$ cat config.mk
export PLATFORM = sky130hd
export DESIGN_NAME = reuse_dist_repl
export DESIGN_NICKNAME = d
export VERILOG_FILES = /design/src/rtl/reuse_dist_pkg.sv /design/src/rtl/reuse_dist_dp.sv /design/src/rtl/reuse_dist_ctrl.sv /design/src/rtl/reuse_dist_repl.sv
export SDC_FILE = /design/constraint.sdc
export NUM_CORES = 1
export LEC_CHECK = 0
export BUFFER_PORTS_ARGS = -buffer_cell sky130_fd_sc_hd__buf_2
export CORE_UTILIZATION = 45
export DETAILED_ROUTE_END_ITERATION = 8
export GPL_TIMING_DRIVEN = 0
export PLACE_DENSITY_LB_ADDON = 0.2
export SYNTH_ARGS = -nofsm -noshare
export SYNTH_HDL_FRONTEND = slang
export SYNTH_HIERARCHICAL = 1
export SYNTH_SLANG_ARGS = --single-unit
$ cat constraint.sdc
create_clock -name clk -period 15.3 [get_ports clk]
set_clock_uncertainty 0.2 [all_clocks]
set_input_delay 1.53 -clock clk [delete_from_list [all_inputs] [get_ports clk]]
set_output_delay 1.53 -clock clk [all_outputs]
set_load 0.01 [all_outputs]
$ cat src/rtl/reuse_dist_pkg.sv
package reuse_dist_pkg;

  typedef enum logic [1:0] {
    ST_IDLE,
    ST_DEMOTE,
    ST_PRUNE
  } ctrl_state_t;

  // Strobes from control to datapath, one cycle at a time.
  typedef struct packed {
    logic accept;       // access taken this cycle
    logic mainMove;     // remove matched entry, push key on main top
    logic mainPush;     // push key on main top (discard oldest record if full)
    logic pushHot;      // pushed entry is hot
    logic evict;        // evict cold-stack bottom
    logic shortRemHit;  // remove matched key from cold stack
    logic shortPushKey; // push access key on cold-stack top
    logic demote;       // move main bottom to cold-stack top
    logic prune;        // drop main bottom
  } ctrl_strobe_t;

endpackage

$ cat src/rtl/reuse_dist_dp.sv
module reuse_dist_dp
  import reuse_dist_pkg::*;
#(
  parameter int KEY_W  = 4,
  parameter int HOT_N  = 3,
  parameter int COLD_N = 2
) (
  input  logic                             clk,
  input  logic                             rst_n,
  input  ctrl_strobe_t                     strobe,
  input  logic [KEY_W-1:0]                 accKey,
  output logic                             lkHot,
  output logic                             lkInMain,
  output logic                             lkAtBottom,
  output logic                             lkInShort,
  output logic                             lkHotFull,
  output logic                             lkBufFull,
  output logic                             lkBottomCold,
  output logic                             resValid,
  output logic                             resHit,
  output logic                             resEvict,
  output logic [KEY_W-1:0]                 resEvictKey,
  output logic [$clog2(HOT_N+COLD_N)-1:0]  resSlot
);

  localparam int L      = HOT_N + COLD_N;
  localparam int MDEPTH = 2 * L;
  localparam int MC_W   = $clog2(MDEPTH + 1);
  localparam int SC_W   = $clog2(COLD_N + 1);
  localparam int HC_W   = $clog2(HOT_N + 1);
  localparam int SLOT_W = $clog2(L);

  logic [MDEPTH-1:0][KEY_W-1:0] mKey;
  logic [MDEPTH-1:0]            mHot, mRes;
  logic [MC_W-1:0]              mCnt;
  logic [COLD_N-1:0][KEY_W-1:0] sKey;
  logic [SC_W-1:0]              sCnt;
  logic [L-1:0][KEY_W-1:0]      slotKey;
  logic [L-1:0]                 slotUsed;
  logic [HC_W-1:0]              hotCnt;

  logic [MC_W-1:0]   mIdx, kIdx, rIdx;
  logic [SC_W-1:0]   sIdx, remIdx;
  logic [KEY_W-1:0]  vKey, bottomKey, sItem;
  logic              bottomHot, mFull, resident, doRem, doPush;
  logic [MDEPTH-1:0] preRes, nHot, nRes;
  logic [MDEPTH-1:0][KEY_W-1:0] nKey;
  logic [COLD_N-1:0][KEY_W-1:0] tKey, nsKey;
  logic [SLOT_W-1:0] hitSlot, victimSlot, freeSlot, missSlot;

  // Lookups on current state
  always_comb begin
    lkInMain = 1'b0; lkHot = 1'b0; lkAtBottom = 1'b0; mIdx = '0;
    bottomKey = '0; bottomHot = 1'b0;
    for (int j = 0; j < MDEPTH; j++) begin
      if (MC_W'(j) < mCnt && mKey[j] == accKey) begin
        lkInMain = 1'b1; lkHot = mHot[j]; mIdx = MC_W'(j);
        lkAtBottom = (MC_W'(j) == mCnt - MC_W'(1));
      end
      if (mCnt != '0 && MC_W'(j) == mCnt - MC_W'(1)) begin
        bottomKey = mKey[j]; bottomHot = mHot[j];
      end
    end
    lkInShort = 1'b0; sIdx = '0; vKey = '0;
    for (int j = 0; j < COLD_N; j++) begin
      if (SC_W'(j) < sCnt && sKey[j] == accKey) begin
        lkInShort = 1'b1; sIdx = SC_W'(j);
      end
      if (sCnt != '0 && SC_W'(j) == sCnt - SC_W'(1)) vKey = sKey[j];
    end
    lkBottomCold = (mCnt != '0) && !bottomHot;
    lkHotFull    = (int'(hotCnt) == HOT_N);
    lkBufFull    = (int'(hotCnt) + int'(sCnt) == L);
    mFull        = (int'(mCnt) == MDEPTH);
    resident     = lkHot || lkInShort;
  end

  // Main stack: clear victim record, find oldest record, shift-and-push
  always_comb begin
    kIdx = '0;
    for (int j = 0; j < MDEPTH; j++) begin
      preRes[j] = mRes[j] & ~(strobe.evict && MC_W'(j) < mCnt && mKey[j] == vKey);
      if (MC_W'(j) < mCnt && !preRes[j]) kIdx = MC_W'(j);
    end
    if (strobe.mainMove)  rIdx = mIdx;
    else if (mFull)       rIdx = kIdx;
    else                  rIdx = mCnt;
    nKey = mKey; nHot = mHot; nRes = preRes;
    nKey[0] = accKey; nHot[0] = strobe.pushHot; nRes[0] = 1'b1;
    for (int j = 1; j < MDEPTH; j++) begin
      if (MC_W'(j) <= rIdx) begin
        nKey[j] = mKey[j-1]; nHot[j] = mHot[j-1]; nRes[j] = preRes[j-1];
      end
    end
  end

  // Cold stack: optional removal, then optional push on top
  always_comb begin
    doRem  = strobe.evict || strobe.shortRemHit;
    remIdx = strobe.evict ? sCnt - SC_W'(1) : sIdx;
    doPush = strobe.shortPushKey || strobe.demote;
    sItem  = strobe.demote ? bottomKey : accKey;
    for (int j = 0; j < COLD_N; j++) begin
      tKey[j] = sKey[j];
      if (doRem && SC_W'(j) >= remIdx) tKey[j] = sKey[(j + 1 < COLD_N) ? j + 1 : j];
    end
    nsKey = tKey;
    if (doPush) begin
      nsKey[0] = sItem;
      for (int j = 1; j < COLD_N; j++) nsKey[j] = tKey[j-1];
    end
  end

  // Slot table lookups
  always_comb begin
    hitSlot = '0; victimSlot = '0; freeSlot = '0;
    for (int j = L - 1; j >= 0; j--) begin
      if (slotUsed[j] && slotKey[j] == accKey) hitSlot = SLOT_W'(j);
      if (slotUsed[j] && slotKey[j] == vKey)   victimSlot = SLOT_W'(j);
      if (!slotUsed[j])                        freeSlot = SLOT_W'(j);
    end
    missSlot = strobe.evict ? victimSlot : freeSlot;
  end

  always_ff @(posedge clk) begin
    if (!rst_n) begin
      mKey <= '0; mHot <= '0; mRes <= '0; mCnt <= '0;
      sKey <= '0; sCnt <= '0; slotKey <= '0; slotUsed <= '0; hotCnt <= '0;
      resValid <= 1'b0; resHit <= 1'b0; resEvict <= 1'b0;
      resEvictKey <= '0; resSlot <= '0;
    end else begin
      resValid <= strobe.accept;
      if (strobe.accept) begin
        resHit      <= resident;
        resEvict    <= strobe.evict;
        resEvictKey <= strobe.evict ? vKey : '0;
        resSlot     <= resident ? hitSlot : missSlot;
        if (!resident) begin
          for (int j = 0; j < L; j++) begin
            if (SLOT_W'(j) == missSlot) begin
              slotKey[j] <= accKey; slotUsed[j] <= 1'b1;
            end
          end
        end
        if (strobe.pushHot && !lkHot) hotCnt <= hotCnt + HC_W'(1);
      end
      if (strobe.accept && (strobe.mainMove || strobe.mainPush)) begin
        mKey <= nKey; mHot <= nHot; mRes <= nRes;
        if (strobe.mainPush && !mFull) mCnt <= mCnt + MC_W'(1);
      end else if (strobe.demote || strobe.prune) begin
        mCnt <= mCnt - MC_W'(1);
      end
      if (strobe.demote) hotCnt <= hotCnt - HC_W'(1);
      if (doRem || doPush) begin
        sKey <= nsKey;
        sCnt <= sCnt - SC_W'(doRem) + SC_W'(doPush);
      end
    end
  end

  AST_MAIN_BOUND: assert property (@(posedge clk) disable iff (!rst_n)
    int'(mCnt) <= MDEPTH);
  AST_HOT_BOUND: assert property (@(posedge clk) disable iff (!rst_n)
    int'(hotCnt) <= HOT_N);
  AST_RESIDENT_BOUND: assert property (@(posedge clk) disable iff (!rst_n)
    int'(hotCnt) + int'(sCnt) <= L);
  AST_EVICT_ON_MISS: assert property (@(posedge clk) disable iff (!rst_n)
    (resValid && resEvict) |-> !resHit);

endmodule

$ cat src/rtl/reuse_dist_ctrl.sv
module reuse_dist_ctrl
  import reuse_dist_pkg::*;
(
  input  logic         clk,
  input  logic         rst_n,
  input  logic         accValid,
  input  logic         lkHot,
  input  logic         lkInMain,
  input  logic         lkAtBottom,
  input  logic         lkInShort,
  input  logic         lkHotFull,
  input  logic         lkBufFull,
  input  logic         lkBottomCold,
  output ctrl_strobe_t strobe,
  output logic         busy
);

  ctrl_state_t state, stateNext;

  always_comb begin
    strobe    = '0;
    stateNext = state;
    case (state)
      ST_IDLE: begin
        if (accValid) begin
          strobe.accept = 1'b1;
          if (lkHot) begin
            strobe.mainMove = 1'b1; strobe.pushHot = 1'b1;
            if (lkAtBottom) stateNext = ST_PRUNE;
          end else if (lkInShort) begin
            strobe.shortRemHit = 1'b1;
            if (lkInMain) begin
              strobe.mainMove = 1'b1; strobe.pushHot = 1'b1; stateNext = ST_DEMOTE;
            end else begin
              strobe.mainPush = 1'b1; strobe.shortPushKey = 1'b1;
            end
          end else if (!lkHotFull) begin
            strobe.mainPush = 1'b1; strobe.pushHot = 1'b1;
          end else begin
            strobe.evict = lkBufFull;
            if (lkInMain) begin
              strobe.mainMove = 1'b1; strobe.pushHot = 1'b1; stateNext = ST_DEMOTE;
            end else begin
              strobe.mainPush = 1'b1; strobe.shortPushKey = 1'b1;
            end
          end
        end
      end
      ST_DEMOTE: begin
        strobe.demote = 1'b1;
        stateNext = ST_PRUNE;
      end
      ST_PRUNE: begin
        if (lkBottomCold) strobe.prune = 1'b1;
        else              stateNext = ST_IDLE;
      end
      default: stateNext = ST_IDLE;
    endcase
  end

  always_ff @(posedge clk) begin
    if (!rst_n) state <= ST_IDLE;
    else        state <= stateNext;
  end

  assign busy = (state != ST_IDLE);

  AST_IDLE_BOTTOM_HOT: assert property (@(posedge clk) disable iff (!rst_n)
    (state == ST_IDLE) |-> !lkBottomCold);
  AST_DEMOTE_NEEDS_HOT_BOTTOM: assert property (@(posedge clk) disable iff (!rst_n)
    (state == ST_DEMOTE) |-> !lkBottomCold);

endmodule

$ cat src/rtl/reuse_dist_repl.sv
module reuse_dist_repl
  import reuse_dist_pkg::*;
#(
  parameter int KEY_W  = 4,
  parameter int HOT_N  = 3,
  parameter int COLD_N = 2
) (
  input  logic                             clk,
  input  logic                             rst_n,
  input  logic                             acc_valid,
  input  logic [KEY_W-1:0]                 acc_key,
  output logic                             busy,
  output logic                             res_valid,
  output logic                             hit,
  output logic                             evict_valid,
  output logic [KEY_W-1:0]                 evict_key,
  output logic [$clog2(HOT_N+COLD_N)-1:0]  fill_slot
);

  ctrl_strobe_t strobe;
  logic lkHot, lkInMain, lkAtBottom, lkInShort, lkHotFull, lkBufFull, lkBottomCold;

  reuse_dist_ctrl u_ctrl (
    .clk(clk), .rst_n(rst_n), .accValid(acc_valid),
    .lkHot(lkHot), .lkInMain(lkInMain), .lkAtBottom(lkAtBottom),
    .lkInShort(lkInShort), .lkHotFull(lkHotFull), .lkBufFull(lkBufFull),
    .lkBottomCold(lkBottomCold), .strobe(strobe), .busy(busy)
  );

  reuse_dist_dp #(.KEY_W(KEY_W), .HOT_N(HOT_N), .COLD_N(COLD_N)) u_dp (
    .clk(clk), .rst_n(rst_n), .strobe(strobe), .accKey(acc_key),
    .lkHot(lkHot), .lkInMain(lkInMain), .lkAtBottom(lkAtBottom),
    .lkInShort(lkInShort), .lkHotFull(lkHotFull), .lkBufFull(lkBufFull),
    .lkBottomCold(lkBottomCold), .resValid(res_valid), .resHit(hit),
    .resEvict(evict_valid), .resEvictKey(evict_key), .resSlot(fill_slot)
  );

  AST_RESULT_NEXT_CYCLE: assert property (@(posedge clk) disable iff (!rst_n)
    (acc_valid && !busy) |=> res_valid);
  AST_NO_SPURIOUS_RESULT: assert property (@(posedge clk) disable iff (!rst_n)
    !(acc_valid && !busy) |=> !res_valid);

endmodule

==> flow_summary.yaml <==
run_status:
  outcome: "finished, violations left"
  violations: "DRC"
power_and_ir_drop:
  p_per_area_nw_per_um2: 93.2
  p_seq_frac: 0.353
  switching_power_uw: 271
  ir_worst_vdd_mv: 0.0671
  swShare: 0.310
  comb_power_share: 0.173
  p_leak_nw: 3.55
  p_int_uw: 604
  power_frac_clock: 0.474
placed_design:
  finalWeightedCongestion: 1.08
  io_buffers: 13
  dpl.hpwl_um: 23300
  dpl-instance-area_um2: 8780
route:
  drc_errors: 2
  wirelength_um: 30800
  viasPerCell: 6.14
  vias: 8438
  wl_per_cell_um: 22.4
  drtAntennaViolNets: 0
  drt_pre_antenna_iters: 8
  first_iter_violations: 998
critical_path:
  critPathKind: "input port to register"
  cp.required_ns: 15.38
  r2r_slack_ns: 6.51
  end_kind: "register"
  slowest_delay_ns: 0.70
  r2r-start: "u_dp/mCnt[1]$_SDFFE_PN0P_"
  r2r-end: "u_dp/mRes[5]$_SDFFE_PN0P_"
  path_cells: "buf_2, buf_1, xnor2_1, nand4_1, nor2_1, a31oi_1, o31a_1, o21ai_0, nand2_1, or4b_4, nor3_2, clkbuf_1, inv_1, a2111oi_0, mux2i_1, nor4_1, or4_1, o32ai_1, a221oi_4, nand2_4, a2111oi_0, a311oi_1"
  critPathTopFamily: "compound AO/OA/AOI/OAI gates"
  slowest_stage: "buf_1"
  cp_common_cell: "a2111oi_0"
  crit_fanout: 10
  arrival_ns: 9.26
  path_buf_inv: 4
  ff2ff_path_depth: 22
  startpoint_type: "input port"
sta:
  hold_viol_final: 0
  setup_tns_ns: 0
  setup_viol: 0
  slew_viol_final: 0
  worst_slew_pin_slew_ns: 1.29
  fmaxAchievable_mhz: 109
  min_period_ns: 9.18
  period_share: 0.600
  max_slew_margin: 0.133
  rsz0062_at_grt: "false"
logic_synthesis:
  synth_edf_count: 0
  synth_cell_types: 85
  ys_warn_count: 6
  synth_flop_cell: "dfxtp_1"
  async_flop_share: 0
  synth.top_cells.by_area: "dfxtp_1, mux2i_1, xnor2_1, nand2_1, nor2_1"
  syn_area_per_cell_um2: 7.65
  synth.cell_area_um2: 8430
  synth_commonest_cells: "nand2_1, nor2_1, dfxtp_1"
  synth_area_leader_cell: "dfxtp_1"
  ys_seq_area_frac: 0.268
  synth_cells: 1102
  synth_seq_cells: 113
  syn_nets: 1126
  synth_top_cell_area_share: 0.268
  yosysMostFrequentCell: "nand2_1"
cts:
  cts_setup_buffers: 0
  cts.htree.levels: 4
  cts-root-buf: "clkbuf_16"
  cts_tree: "built"
  cts_resized: 0
  clock_latency_ns: 0.43
  clockBufferDepth: 2
  clk_pin_slew_ns: 0.06
  cts.sink_count: 113
  numCtsBuffers: 17
  ctsHoldBuffers: 0
min_path:
  hold_start: "u_dp/resEvictKey[1]$_SDFFE_PN0P_"
  holdPathStages: 2
  holdPathEnd: "u_dp/resEvictKey[1]$_SDFFE_PN0P_"
  min_path_type: "register to register"
global_routing:
  grt_pass1_wl_um: 47000
  antenna_found_initial: 1
  overflow: 0
  grt_util_all_layers: 0.325
  grt_max_degree: 17
  grt_pass1_vias: 7953
floorplan:
  die_h_um: 139
  die-area_um2: 19300
  core_area_um2: 18100
  die_width_um: 139
  pin_count: 18
  num_rows: 49
  start_util: 0.464
cells_and_area:
  final_layout_size_suffix_gt1_frac: 0.0794
  fin_area_um2: 9390
  n_fill_cell: 1790
  area.growth.synth_to_final_pct: 11.4
  antenna_cells: 0
  nets: 1158
flow_run:
  max_cap_viol_count: 0
==> power by group through the flow <==
stage	sequential, mW	combinational, mW	clock [mW]
finish	0.309	0.151	0.414
global route	0.310	0.161	0.433
CTS	0.309	0.146	0.420
detailed placement	0.315	0.144	0
global placement	0.315	0.144	0
floorplan	0.313	0.103	0
==> layer usage <==
metal  GRT usage  up-vias  wire, um  share of wire
met5           0        -         0              0
met4       0.127        0      1140          0.037
met3      0.0929       63      2950          0.096
met2       0.504      410     13300           0.43
met1       0.426     4016     13400           0.44
li1            -     3949         -              -
==> placed cells by master, fill, tap and decap left out, types with 9 or more instances in the layout <==
master | netlist | layout
clkbuf_16 | 0 | 17
nand2_1 | 142 | 142
nand2b_1 | 9 | 9
and3_1 | 11 | 11
and2_1 | 9 | 9
buf_2 | 14 | 27
nor2_1 | 114 | 114
a211oi_1 | 11 | 11
xnor2_1 | 74 | 74
a22oi_1 | 14 | 14
nand3_1 | 36 | 36
clkbuf_1 | 56 | 56
ha_1 | 16 | 16
o21ai_0 | 61 | 61
nor3_1 | 27 | 27
a31oi_1 | 12 | 12
or3_1 | 9 | 9
inv_1 | 35 | 35
a21oi_1 | 62 | 62
xor2_1 | 47 | 47
mux2i_1 | 67 | 67
dfxtp_1 | 113 | 113
==> cell type report <==
cell class / instances / area (um2) / share of cell area
multi-input cells: 876 / 5700 / 0.607
flip-flops and latches: 113 / 2260 / 0.241
clock buffers: 17 / 425 / 0.0453
plain buffers: 78 / 334 / 0.0356
well taps: 229 / 287 / 0.0305
clock inverters: 14 / 181 / 0.0193
inverters: 35 / 131 / 0.0140
repair buffers: 13 / 65.1 / 0.00693
==> worst min-delay path, cell delays in order (launching register included) <==
cell and delay [ns]:
dfxtp_1 0.31, nand2_1 0.06, a21oi_1 0.05
==> cell families (layout without fill, tap and decap cells) <==
family | after synthesis | after routing | synth area share
adder cells (fa/ha/maj) | 17 | 17 | 0.0261
AO/OA/AOI/OAI | 254 | 254 | 0.210
AND/OR/NAND/NOR | 417 | 417 | 0.235
XOR/XNOR | 121 | 121 | 0.126
buffers and inverters | 113 | 157 | 0.0552
multiplexers | 67 | 67 | 0.0796
flip-flops | 113 | 113 | 0.268
==> how the worst max path moves through the flow <==
stage,cells after the start,slack [ns],startpoint,to
5_1_grt,22,5.92,acc_key[0],u_dp/mRes[5]$_SDFFE_PN0P_
4_1_cts,22,6.39,acc_key[0],u_dp/mRes[5]$_SDFFE_PN0P_
3_3_place_gp,22,5.98,acc_key[0],u_dp/mRes[5]$_SDFFE_PN0P_
6_report,22,6.12,acc_key[0],u_dp/mRes[5]$_SDFFE_PN0P_
3_5_place_dp,22,6.07,acc_key[0],u_dp/mRes[5]$_SDFFE_PN0P_
2_1_floorplan,22,8.28,acc_key[0],u_dp/mRes[5]$_SDFFE_PN0P_
==> sequential cells by signal, summed over array words and instances (netlist names) <==
| register | flops |
|---|---|
| u_dp/resEvict | 1 |
| u_dp/sCnt | 2 |
| u_dp/resValid | 1 |
| u_dp/mRes | 10 |
| u_dp/mKey | 40 |
| u_ctrl/state | 2 |
| u_dp/resHit | 1 |
| u_dp/resSlot | 3 |
| u_dp/slotKey | 20 |
| u_dp/resEvictKey | 4 |
| u_dp/hotCnt | 2 |
| u_dp/slotUsed | 5 |
| u_dp/mHot | 10 |
| u_dp/mCnt | 4 |
| u_dp/sKey | 8 |
==> per-stage QoR <==
stage                     power (mW)  utilization  std cells  worst slack [ns]  hold WS, ns
after floorplan                0.416            -       1102              8.28        0.241
after global placement         0.459        0.484       1344              5.98        0.252
after detailed placement       0.460        0.484       1344              6.07        0.253
after CTS                      0.875        0.517       1375              6.39        0.268
after global routing           0.904        0.517       1375              5.92        0.292
final                          0.875        0.517       1375              6.12        0.267
Power figures use the tool's default switching activity.
